[src/rtl/qci_pkg.sv]
package qci_pkg;
  localparam int QPH      = 32;  // queues per half
  localparam int NFLAG    = 4;   // flags per lower queue
  localparam int SEL_W    = 3;   // selector width
  localparam int SLOT_W   = 4;   // selector slot width in a word
  localparam int ADDR_W   = 3;

  typedef enum logic [ADDR_W-1:0] {
    RA_SEL0    = 3'd0,
    RA_SEL1    = 3'd1,
    RA_SEL2    = 3'd2,
    RA_SEL3    = 3'd3,
    RA_EN_LO   = 3'd4,
    RA_EN_HI   = 3'd5,
    RA_PEND_LO = 3'd6,
    RA_PEND_HI = 3'd7
  } reg_addr_e;
endpackage

[src/rtl/qci_cond_sel.sv]
module qci_cond_sel #(
  parameter int N      = qci_pkg::QPH,
  parameter int NFLAG  = qci_pkg::NFLAG,
  parameter int SEL_W  = qci_pkg::SEL_W,
  parameter int SLOT_W = qci_pkg::SLOT_W,
  parameter int DW     = 32,
  localparam int PER_WORD = DW / SLOT_W,
  localparam int NWORD    = N / PER_WORD
) (
  input  logic                clk,
  input  logic                rst_n,
  input  logic [NWORD-1:0]    word_we_i,
  input  logic [PER_WORD*SEL_W-1:0] sel_wd_i,
  input  logic [N*NFLAG-1:0]  flags_i,
  output logic [N-1:0]        cond_o,
  output logic [N*SLOT_W-1:0] sel_rd_o
);
  for (genvar q = 0; q < N; q++) begin : g_q
    localparam int W = q / PER_WORD;
    localparam int S = q % PER_WORD;
    logic [SEL_W-1:0] sel_q;
    logic             flag;

    always_ff @(posedge clk) begin
      if (!rst_n)             sel_q <= '0;
      else if (word_we_i[W])  sel_q <= sel_wd_i[S*SEL_W +: SEL_W];
    end

    assign flag     = flags_i[q*NFLAG + int'(sel_q[1:0])];
    assign cond_o[q] = flag ^ sel_q[2];
    assign sel_rd_o[q*SLOT_W +: SLOT_W] = {{(SLOT_W-SEL_W){1'b0}}, sel_q};
  end
endmodule

[src/rtl/qci_pend_bank.sv]
module qci_pend_bank #(
  parameter int N  = qci_pkg::QPH,
  localparam int IW = $clog2(N)
) (
  input  logic          clk,
  input  logic          rst_n,
  input  logic [N-1:0]  cond_i,
  input  logic          en_we_i,
  input  logic          clr_we_i,
  input  logic [N-1:0]  wdata_i,
  output logic [N-1:0]  en_o,
  output logic [N-1:0]  pend_o,
  output logic          irq_o,
  output logic [IW-1:0] top_idx_o,
  output logic          top_vld_o
);
  logic [N-1:0] en_q, pend_q, clr, set;

  assign clr = clr_we_i ? wdata_i : '0;
  assign set = cond_i & en_q;

  always_ff @(posedge clk) begin
    if (!rst_n) begin
      en_q   <= '0;
      pend_q <= '0;
    end else begin
      pend_q <= (pend_q & ~clr) | set;
      if (en_we_i) en_q <= wdata_i;
    end
  end

  always_comb begin
    top_idx_o = '0;
    top_vld_o = 1'b0;
    for (int i = 0; i < N; i++) begin
      if (pend_q[i]) begin
        top_idx_o = IW'(i);
        top_vld_o = 1'b1;
      end
    end
  end

  assign irq_o  = |pend_q;
  assign en_o   = en_q;
  assign pend_o = pend_q;


  sticky_chk: assert property (@(posedge clk) disable iff (!rst_n)
    1'b1 |=> (((($past(pend_q) & ~$past(clr))) & ~pend_q) == '0));

  set_cause_chk: assert property (@(posedge clk) disable iff (!rst_n)
    1'b1 |=> (((pend_q & ~$past(pend_q)) & ~($past(cond_i) & $past(en_q))) == '0));

  top_idx_chk: assert property (@(posedge clk) disable iff (!rst_n)
    top_vld_o ? ((pend_q >> top_idx_o) == N'(1)) : (pend_q == '0));
endmodule

[src/rtl/qcond_irq_ctrl.sv]
module qcond_irq_ctrl
  import qci_pkg::*;
#(
  parameter int DW = QPH,
  localparam int IW       = $clog2(QPH),
  localparam int PER_WORD = DW / SLOT_W,
  localparam int NWORD    = QPH / PER_WORD
) (
  input  logic              clk,
  input  logic              rst_n,
  input  logic              reg_we,
  input  logic [ADDR_W-1:0] reg_addr,
  input  logic [DW-1:0]     reg_wdata,
  output logic [DW-1:0]     reg_rdata,
  input  logic [QPH*NFLAG-1:0] lo_flags,
  input  logic [QPH-1:0]    hi_ne,
  output logic              irq_lo,
  output logic              irq_hi,
  output logic [IW-1:0]     lo_top_idx,
  output logic              lo_top_vld,
  output logic [IW-1:0]     hi_top_idx,
  output logic              hi_top_vld
);
  logic [NWORD-1:0]          sel_we;
  logic [PER_WORD*SEL_W-1:0] sel_wd;
  logic [QPH*SLOT_W-1:0]     sel_rd;
  logic [QPH-1:0]            lo_cond;
  logic [QPH-1:0]            en_lo, en_hi, pend_lo, pend_hi;

  for (genvar w = 0; w < NWORD; w++) begin : g_we
    assign sel_we[w] = reg_we && (int'(reg_addr) == w);
  end
  for (genvar s = 0; s < PER_WORD; s++) begin : g_wd
    assign sel_wd[s*SEL_W +: SEL_W] = reg_wdata[s*SLOT_W +: SEL_W];
  end

  qci_cond_sel #(.N(QPH), .DW(DW)) u_sel (
    .clk      (clk),
    .rst_n    (rst_n),
    .word_we_i(sel_we),
    .sel_wd_i (sel_wd),
    .flags_i  (lo_flags),
    .cond_o   (lo_cond),
    .sel_rd_o (sel_rd)
  );

  qci_pend_bank #(.N(QPH)) u_lo (
    .clk      (clk),
    .rst_n    (rst_n),
    .cond_i   (lo_cond),
    .en_we_i  (reg_we && reg_addr == RA_EN_LO),
    .clr_we_i (reg_we && reg_addr == RA_PEND_LO),
    .wdata_i  (reg_wdata),
    .en_o     (en_lo),
    .pend_o   (pend_lo),
    .irq_o    (irq_lo),
    .top_idx_o(lo_top_idx),
    .top_vld_o(lo_top_vld)
  );

  qci_pend_bank #(.N(QPH)) u_hi (
    .clk      (clk),
    .rst_n    (rst_n),
    .cond_i   (hi_ne),
    .en_we_i  (reg_we && reg_addr == RA_EN_HI),
    .clr_we_i (reg_we && reg_addr == RA_PEND_HI),
    .wdata_i  (reg_wdata),
    .en_o     (en_hi),
    .pend_o   (pend_hi),
    .irq_o    (irq_hi),
    .top_idx_o(hi_top_idx),
    .top_vld_o(hi_top_vld)
  );

  always_comb begin
    case (reg_addr)
      RA_EN_LO:   reg_rdata = en_lo;
      RA_EN_HI:   reg_rdata = en_hi;
      RA_PEND_LO: reg_rdata = pend_lo;
      RA_PEND_HI: reg_rdata = pend_hi;
      default:    reg_rdata = sel_rd[int'(reg_addr[1:0])*DW +: DW];
    endcase
  end


  dis_clr_chk: assert property (@(posedge clk) disable iff (!rst_n)
    (reg_we && reg_addr == RA_PEND_LO && reg_wdata == '1 && en_lo == '0)
      |=> (pend_lo == '0));

  irq_vld_chk: assert property (@(posedge clk) disable iff (!rst_n)
    (irq_lo == lo_top_vld) && (irq_hi == hi_top_vld));
endmodule

[config.mk]
export PLATFORM = sky130hd
export DESIGN_NAME = qcond_irq_ctrl
export DESIGN_NICKNAME = d
export VERILOG_FILES = /design/src/rtl/qci_pkg.sv /design/src/rtl/qci_cond_sel.sv /design/src/rtl/qci_pend_bank.sv /design/src/rtl/qcond_irq_ctrl.sv
export SDC_FILE = /design/constraint.sdc
export NUM_CORES = 1
export LEC_CHECK = 0
export BUFFER_PORTS_ARGS = -buffer_cell sky130_fd_sc_hd__buf_4
export CAP_MARGIN = 20
export CELL_PAD_IN_SITES_DETAIL_PLACEMENT = 1
export CELL_PAD_IN_SITES_GLOBAL_PLACEMENT = 1
export CORE_MARGIN = 1
export CORE_UTILIZATION = 47
export CTS_BUF_LIST = sky130_fd_sc_hd__clkbuf_8
export CTS_CLUSTER_DIAMETER = 120
export DETAILED_ROUTE_END_ITERATION = 8
export GPL_TIMING_DRIVEN = 0
export PLACE_DENSITY_LB_ADDON = 0.2
export SLEW_MARGIN = 5
export SYNTH_ARGS = -nofsm -noshare
export SYNTH_HDL_FRONTEND = slang
export SYNTH_SLANG_ARGS = --single-unit
[constraint.sdc]
create_clock -name clk -period 2.8 [get_ports clk]
set_input_delay 0.28 -clock clk [delete_from_list [all_inputs] [get_ports clk]]
set_output_delay 0.28 -clock clk [all_outputs]
set_load 0.03 [all_outputs]
After elaboration in Yosys (flattened, before gate mapping) --
Index checks and enable logic that the tools add are counted. W data, S select, Z words.
Word-level totals: bits in registers 224, input bits 198, output and inout port bits 46
Operators by class: add/sub/neg operators 31, magnitude comparators 32, eq/ne operators 7, shift-type cells 1, multiplexer cells 224, bitwise gates (word level) 40, reduce and logical (&&, ||, !) cells 11
Operator list (count):
- $lt A32 B9 Y1 const B | 31
- $bmux W1 S7 | 31
- $mux W5 | 32
- $mux W1 | 129
- $add A7 B2 Y8 const A | 16
- $and A32 B32 Y32 | 4
- $pmux W32 S4 | 1
- $shiftx A128 B8 Y32 | 1
- $mux W32 | 2
- $mux W4 | 16
- $not A32 Y32 | 2
- $or A32 B32 Y32 | 2
- $reduce_or A32 Y1 | 2
- $add A6 B2 Y7 const A | 8
- $xor A1 B1 Y1 | 32
- $add A5 B2 Y6 const A | 4
- $mux W3 | 8
- $eq A3 B3 Y1 const B | 6
- $add A4 B2 Y5 const A | 2
- $logic_and A1 B1 Y1 | 8
- $lt A2 B8 Y1 const B | 1
- $mux W2 | 4
- $add A3 B2 Y4 const A | 1
- $eq A3 B2 Y1 const B | 1
- 2 further kinds | 2

Longest topological paths before layout --
depth in word-level cells 32, mapped depth 7, gate-level depth less buffers 4

Modules after synthesis --
From an unflattened synthesis, not the netlist that was laid out.
Unflattened totals: cell total of the unflattened synthesis 1137, area, all modules 12538.3 um^2
Modules (own cells, without submodules):
- qci_pend_bank | instances 2, cells an instance 301, area an instance 2813.9 um^2, sequential area each 1281.2 um^2
- qci_cond_sel | instances 1, cells an instance 407, area an instance 4884.7 um^2, sequential area each 1921.8 um^2
- qcond_irq_ctrl | instances 1, cells an instance 128, area an instance 2025.7 um^2, sequential area each 0.0 um^2

Least setup slack after synthesis --
OpenSTA, ideal clock, no wires.
path kind register -> output, start point register u_hi.pend_q[11], in the netlist u_hi.pend_o[11], end point output hi_top_idx[2], arrival time 1.839 ns, required time 2.520 ns, setup slack 0.681 ns, stages on the path, launching flop included 5, buffers on the path 0, path through dfxtp_1 or4_4 o211ai_1 a21boi_0 o21ai_0
Between the ends: longest elaborated chain between the ends 21
RTL lines:
- start: declaration | line qci_pend_bank.sv:17 | logic [N-1:0] en_q, pend_q, clr, set;
- start signal: assignment | line qci_pend_bank.sv:27 | pend_q <= (pend_q & ~clr) | set;
- $mux W4 (5 in series) | line qci_pend_bank.sv:36 | if (pend_q[i]) begin
- $mux W5 (16 in series) | line qci_pend_bank.sv:36
- end: declaration | line qcond_irq_ctrl.sv:21 | output logic [IW-1:0] hi_top_idx,
No other way between the ends.

Worst setup path after layout --
start point register u_hi.pend_q[10], in the netlist u_hi.pend_o[10], end point output hi_top_vld
Between the ends: longest elaborated chain between the ends 22
RTL lines:
- $mux W1 (22 in series) | line qci_pend_bank.sv:36
- end: declaration | line qcond_irq_ctrl.sv:22 | output logic hi_top_vld
No other way between the ends.

==> out/metrics.sh <==
PLACE.DETAILED.HPWL_UM=37500
MAXIMUM_FREQUENCY_FROM_STATIC_TIMING_ANALYSIS_GHz=0.358
WORST_HOLD_PATH_TYPE='input pin to flop'
COMB_POWER_SHARE=0.156
POSTSYNTHAREAPERCELL_UM2=9.20
GRT_START_MAX_NET_PINS=11
CELLINTERNALPOWER_W=0.00565
TIMING.CRITICAL_PATH.SLOWEST_CELL_DELAY_NS=0.57
WORST_R2R_ENDPOINT='u_lo.pend_o[7]'
CRITPATHSLOWESTCELL='sky130_fd_sc_hd__or4_4'
FINAL_PERIOD_MINUS_WORST_SETUP_SLACK_NS=2.79
POSTSYNTHREGISTERBITS=224
PRIMARY_FLIP_FLOP_CELL_CHOSEN_BY_SYNTHESIS_MAPPING='sky130_fd_sc_hd__dfxtp_1'
TIGHTESTPINTRANSITION_NS=0.876
POST_SYNTH_FA_HA_MAJ_AREA_FRACTION=0
FINAL_AREA_UM2=15000
FINALWEIGHTEDCONGESTION=0.932
TRITONCTS.NUM_BUFFERS=41
PEAKVDDDROP_uV=300
MOST_NUMEROUS_CELL_IN_THE_YOSYS_NETLIST='sky130_fd_sc_hd__nand2_1'
DETAIL_ROUTE.WL_PER_CELL_UM=26.0
PATH_DELAY_FAMILY='simple AND/OR/NAND/NOR gates'
POWER_DENSITY_nW_PER_UM2=526
FINAL.SETUP.TNS_NS=0
GRT.TOTAL_USAGE=0.384
CRIT_PATH_END='hi_top_vld'
DIE_HEIGHT_UM=162
YS_SEQ_AREA_FRAC=0.374
SYNTH-COMPOUND-AREA-SHARE=0.163
DRTANTENNAVIOLNETS=0
OUTCOME='complete, no violations'
POWER.STATIC_LEAKAGE_nW=5.67
WORST_SETUP_PATH_END_KIND='primary output'
CLOCK-SINKS=224
CLOCK_INSERTION_DELAY_WORST_SKEW_NS=0.56
SETUP_VIOLATIONS=0
WORST-ENDPOINT-ARRIVAL_NS=2.51
SYNTHESIZED_CELL_AREA_UM2=12000
SYNTH_XOR_AREA_FRAC=0.0234
POST_SYNTH_TOP_AREA_SHARE=0.374
HOLD_WS_NS=0.00213
TRITONCTS_CLOCK_TREE='yes'
PLACED_CELL_AREA_UM2=14000
GRT_ANTENNA_BEFORE_REPAIR=1
SYNTHTOLAYOUTAREAGROWTH_PCT=24.9
SETUP_REPAIR_AFTER_GLOBAL_ROUTING_MISSED_ITS_MARGIN='true'
CLK_TRANSITION_REPORTED_PATHS_NS=0.06
VIAS=12000
DOMINANT_COMBINATIONAL_CELL_FAMILY_BY_AREA_AFTER_SYNTHESIS='simple AND/OR/NAND/NOR gates'
SYNTH_MUX_AREA_FRAC=0.188
WORST_SETUP_SLACK_AFTER_PLACEMENT_NS=0.268
PATH_DEPTH=5
FINAL_CRITICAL_PATH_SETUP_SLACK_NS=0.00626
CTS_MAX_LEVEL=2
SYNTHSIMPLEGATEAREAFRAC=0.204
YOSYS_WARNINGS=0
CORE_AREA_UM2=25100
DRIVE_ABOVE_1_SHARE=0.293
SWITCHING_SHARE=0.283
CRITPATHLAUNCH='u_hi.pend_o[10]'
CTSLONGESTPATHBUFFERS=3
MAX-SLEW-MARGIN-REL=0.416
DETAIL_ROUTE.WIRELENGTH_UM=50200
WORSTREGTOREGCELLS=4
WORSTSETUPPATHTYPE='flop to primary output'
GRT_PASS1_VIAS=12400
WORST-PATH-BUF-INV=1
NETSWITCHINGPOWER_W=0.00223
PORTBUFFERS=218
POWER_FRAC_SEQ=0.422
SYNTHTOPCELLSBYAREA='sky130_fd_sc_hd__dfxtp_1 (37%), sky130_fd_sc_hd__mux4_2 (16%), sky130_fd_sc_hd__nand2_1 (12%), sky130_fd_sc_hd__a21boi_0 (9.1%), sky130_fd_sc_hd__a22oi_1 (3.5%)'
RRSETUPSLACK_NS=0.97
GRT_REMAINING_OVERFLOW=0
FIRST_PASS_ITERS=7
INITIAL_CORE_UTILIZATION=0.478
TIMING.FINAL.MAX_SLEW_VIOLATIONS=0
DIE_X_UM=162
ROOT_BUFFER='sky130_fd_sc_hd__clkbuf_8'
CLOCKPOWERSHARE=0.423
ROW_COUNT=58
TOP_LEVEL_PORTS=244
GLOBAL_ROUTE_WIRE_LENGTH_BEFORE_REPAIR_UM=74900
ASYNC_RESET_FF_FRAC=0
INSERTEDDIODECOUNT=0
FIN_SKEW_NS=0.0160
DRT_ITER0_MARKERS=1228
SYNTH_ENABLE_FLOP_CELLS=0
TOTAL_POWER_W=0.00788
MAX-CAP-VIOLATIONS=0
WORST-PATH-MAX-FANOUT=5
POSTSYNTHNETCOUNT=1502
FLOORPLAN.DIE_AREA_UM2=26200
SYNTH.LARGEST_AREA_CELL='sky130_fd_sc_hd__dfxtp_1'
NUMBER_OF_LIBRARY_CELL_TYPES_MAPPED_BY_SYNTHESIS=42
WORSTPATHREQUIRED_NS=2.52
START_KIND='flop'
PATH_CELLS='or4_4 > nor4b_4 > nand4_1 > or2_1 > buf_6'
CRIT_SHARE_POST_ROUTE=0.998
FINAL_NETS=1769
VIASPERCELL=6.21
TIMING.RR.START='u_sel.g_q[7].sel_q[0]'
REPORT.FINAL.HOLD_VIOL_COUNT=0
ROUTE.DETAILED.DRC=0
YOSYS-TOP-CELLS-COUNT='sky130_fd_sc_hd__nand2_1 (385), sky130_fd_sc_hd__dfxtp_1 (224), sky130_fd_sc_hd__a21boi_0 (145)'
NETLIST_INSTANCES=1304
flip-flops by register name, summed over array words and instances, names as in the netlist:
| name | flops |
|---|---|
| u_hi.en_o | 32 |
| u_lo.en_o | 32 |
| u_sel.g_q.sel_q | 96 |
| u_lo.pend_o | 32 |
| u_hi.pend_o | 32 |
tightest hold or removal path, stage by stage:
cell and delay [ns]:
sky130_fd_sc_hd__buf_4 0.08, sky130_fd_sc_hd__a22oi_1 0.07, sky130_fd_sc_hd__nor2b_1 0.10
cell usage in the layout (no fill, tap or decap), types with 3 or more instances in the layout:
cell,instances
sky130_fd_sc_hd__or3_1,7
sky130_fd_sc_hd__a21oi_1,24
sky130_fd_sc_hd__nand2b_1,7
sky130_fd_sc_hd__nor4_1,10
sky130_fd_sc_hd__a21boi_1,17
sky130_fd_sc_hd__dlygate4sd3_1,4
sky130_fd_sc_hd__buf_2,35
sky130_fd_sc_hd__and3_1,3
sky130_fd_sc_hd__clkinv_2,3
sky130_fd_sc_hd__a221oi_1,5
sky130_fd_sc_hd__nand3_1,5
sky130_fd_sc_hd__clkbuf_1,42
sky130_fd_sc_hd__mux2_2,24
sky130_fd_sc_hd__nand2_1,385
sky130_fd_sc_hd__dfxtp_1,222
sky130_fd_sc_hd__or2_1,4
sky130_fd_sc_hd__inv_1,21
sky130_fd_sc_hd__buf_4,246
sky130_fd_sc_hd__and2_1,8
sky130_fd_sc_hd__xor2_1,32
sky130_fd_sc_hd__a22oi_1,56
sky130_fd_sc_hd__mux4_2,87
sky130_fd_sc_hd__clkbuf_8,59
sky130_fd_sc_hd__nand4_1,4
sky130_fd_sc_hd__nor2b_1,65
sky130_fd_sc_hd__a21boi_0,145
sky130_fd_sc_hd__o21ai_0,13
sky130_fd_sc_hd__nor2_1,35
power by group through the flow:
| stage | combinational [W] | clock (W) | sequential [W] |
|---|---|---|---|
| after floorplan | 0.000630 | 0 | 0.00336 |
| after global placement | 0.00115 | 0 | 0.00338 |
| after detailed placement | 0.00118 | 0 | 0.00339 |
| after CTS | 0.00120 | 0.00331 | 0.00332 |
| after global routing | 0.00127 | 0.00345 | 0.00333 |
| final | 0.00123 | 0.00333 | 0.00332 |
layer usage:
metal / vias up / global-route usage / share of wire
li1: 5097 / - / -
met3: 156 / 0.0672 / 0.088
met1: 6033 / 0.497 / 0.40
met4: 2 / 0.172 / 0.045
met2: 700 / 0.628 / 0.47
met5: - / 0 / 0.00024
logic make-up after synthesis:
family / after synthesis
AOI/OAI and AO/OA: 272
muxes: 112
xor gates and xnor gates: 32
and+or+nand+nor: 548
buffers and inverters: 116
DFF: 224
timing repair:
item,CTS,global route
setup buffers,1,1
gates resized for setup,0,5
cloned,0,0
hold buffers,4,0
pin swaps,2,6
setup endpoints to repair,2,6
hold endpoints to repair,4,0
worst min path at each step:
stage	startpoint	to	slack (ns)	cells after the start
3_3_place_gp	u_hi.en_o[7]	u_hi.en_o[7]	0.46	2
4_1_cts	hi_ne[2]	u_hi.pend_o[2]	0.001	3
5_1_grt	hi_ne[25]	u_hi.pend_o[25]	0.02	3
2_1_floorplan	reg_wdata[23]	u_hi.en_o[23]	0.41	2
3_5_place_dp	u_lo.en_o[27]	u_lo.en_o[27]	0.47	2
6_report	hi_ne[22]	u_hi.pend_o[22]	0.002	3
stage by stage:
| step | instances | util |
|---|---|---|
| after global routing | 1931 | 0.597 |
| final | 1931 | 0.597 |
| after detailed placement | 1852 | 0.560 |
| after global placement | 1852 | 0.560 |
| after floorplan | 1304 | - |
| after CTS | 1930 | 0.596 |
layout make-up:
| type | count | area (um2) |
|---|---|---|
| buffer | 104 | 536 |
| clock buffer | 59 | 812 |
| clock inverter | 14 | 63.8 |
| fill | 2974 | 10100 |
| inverter | 12 | 45.0 |
| multi-input combinational | 964 | 6940 |
| sequential | 224 | 4490 |
| tap | 330 | 413 |
| timing repair buffer | 224 | 1700 |
Power figures use the tool's default switching activity.
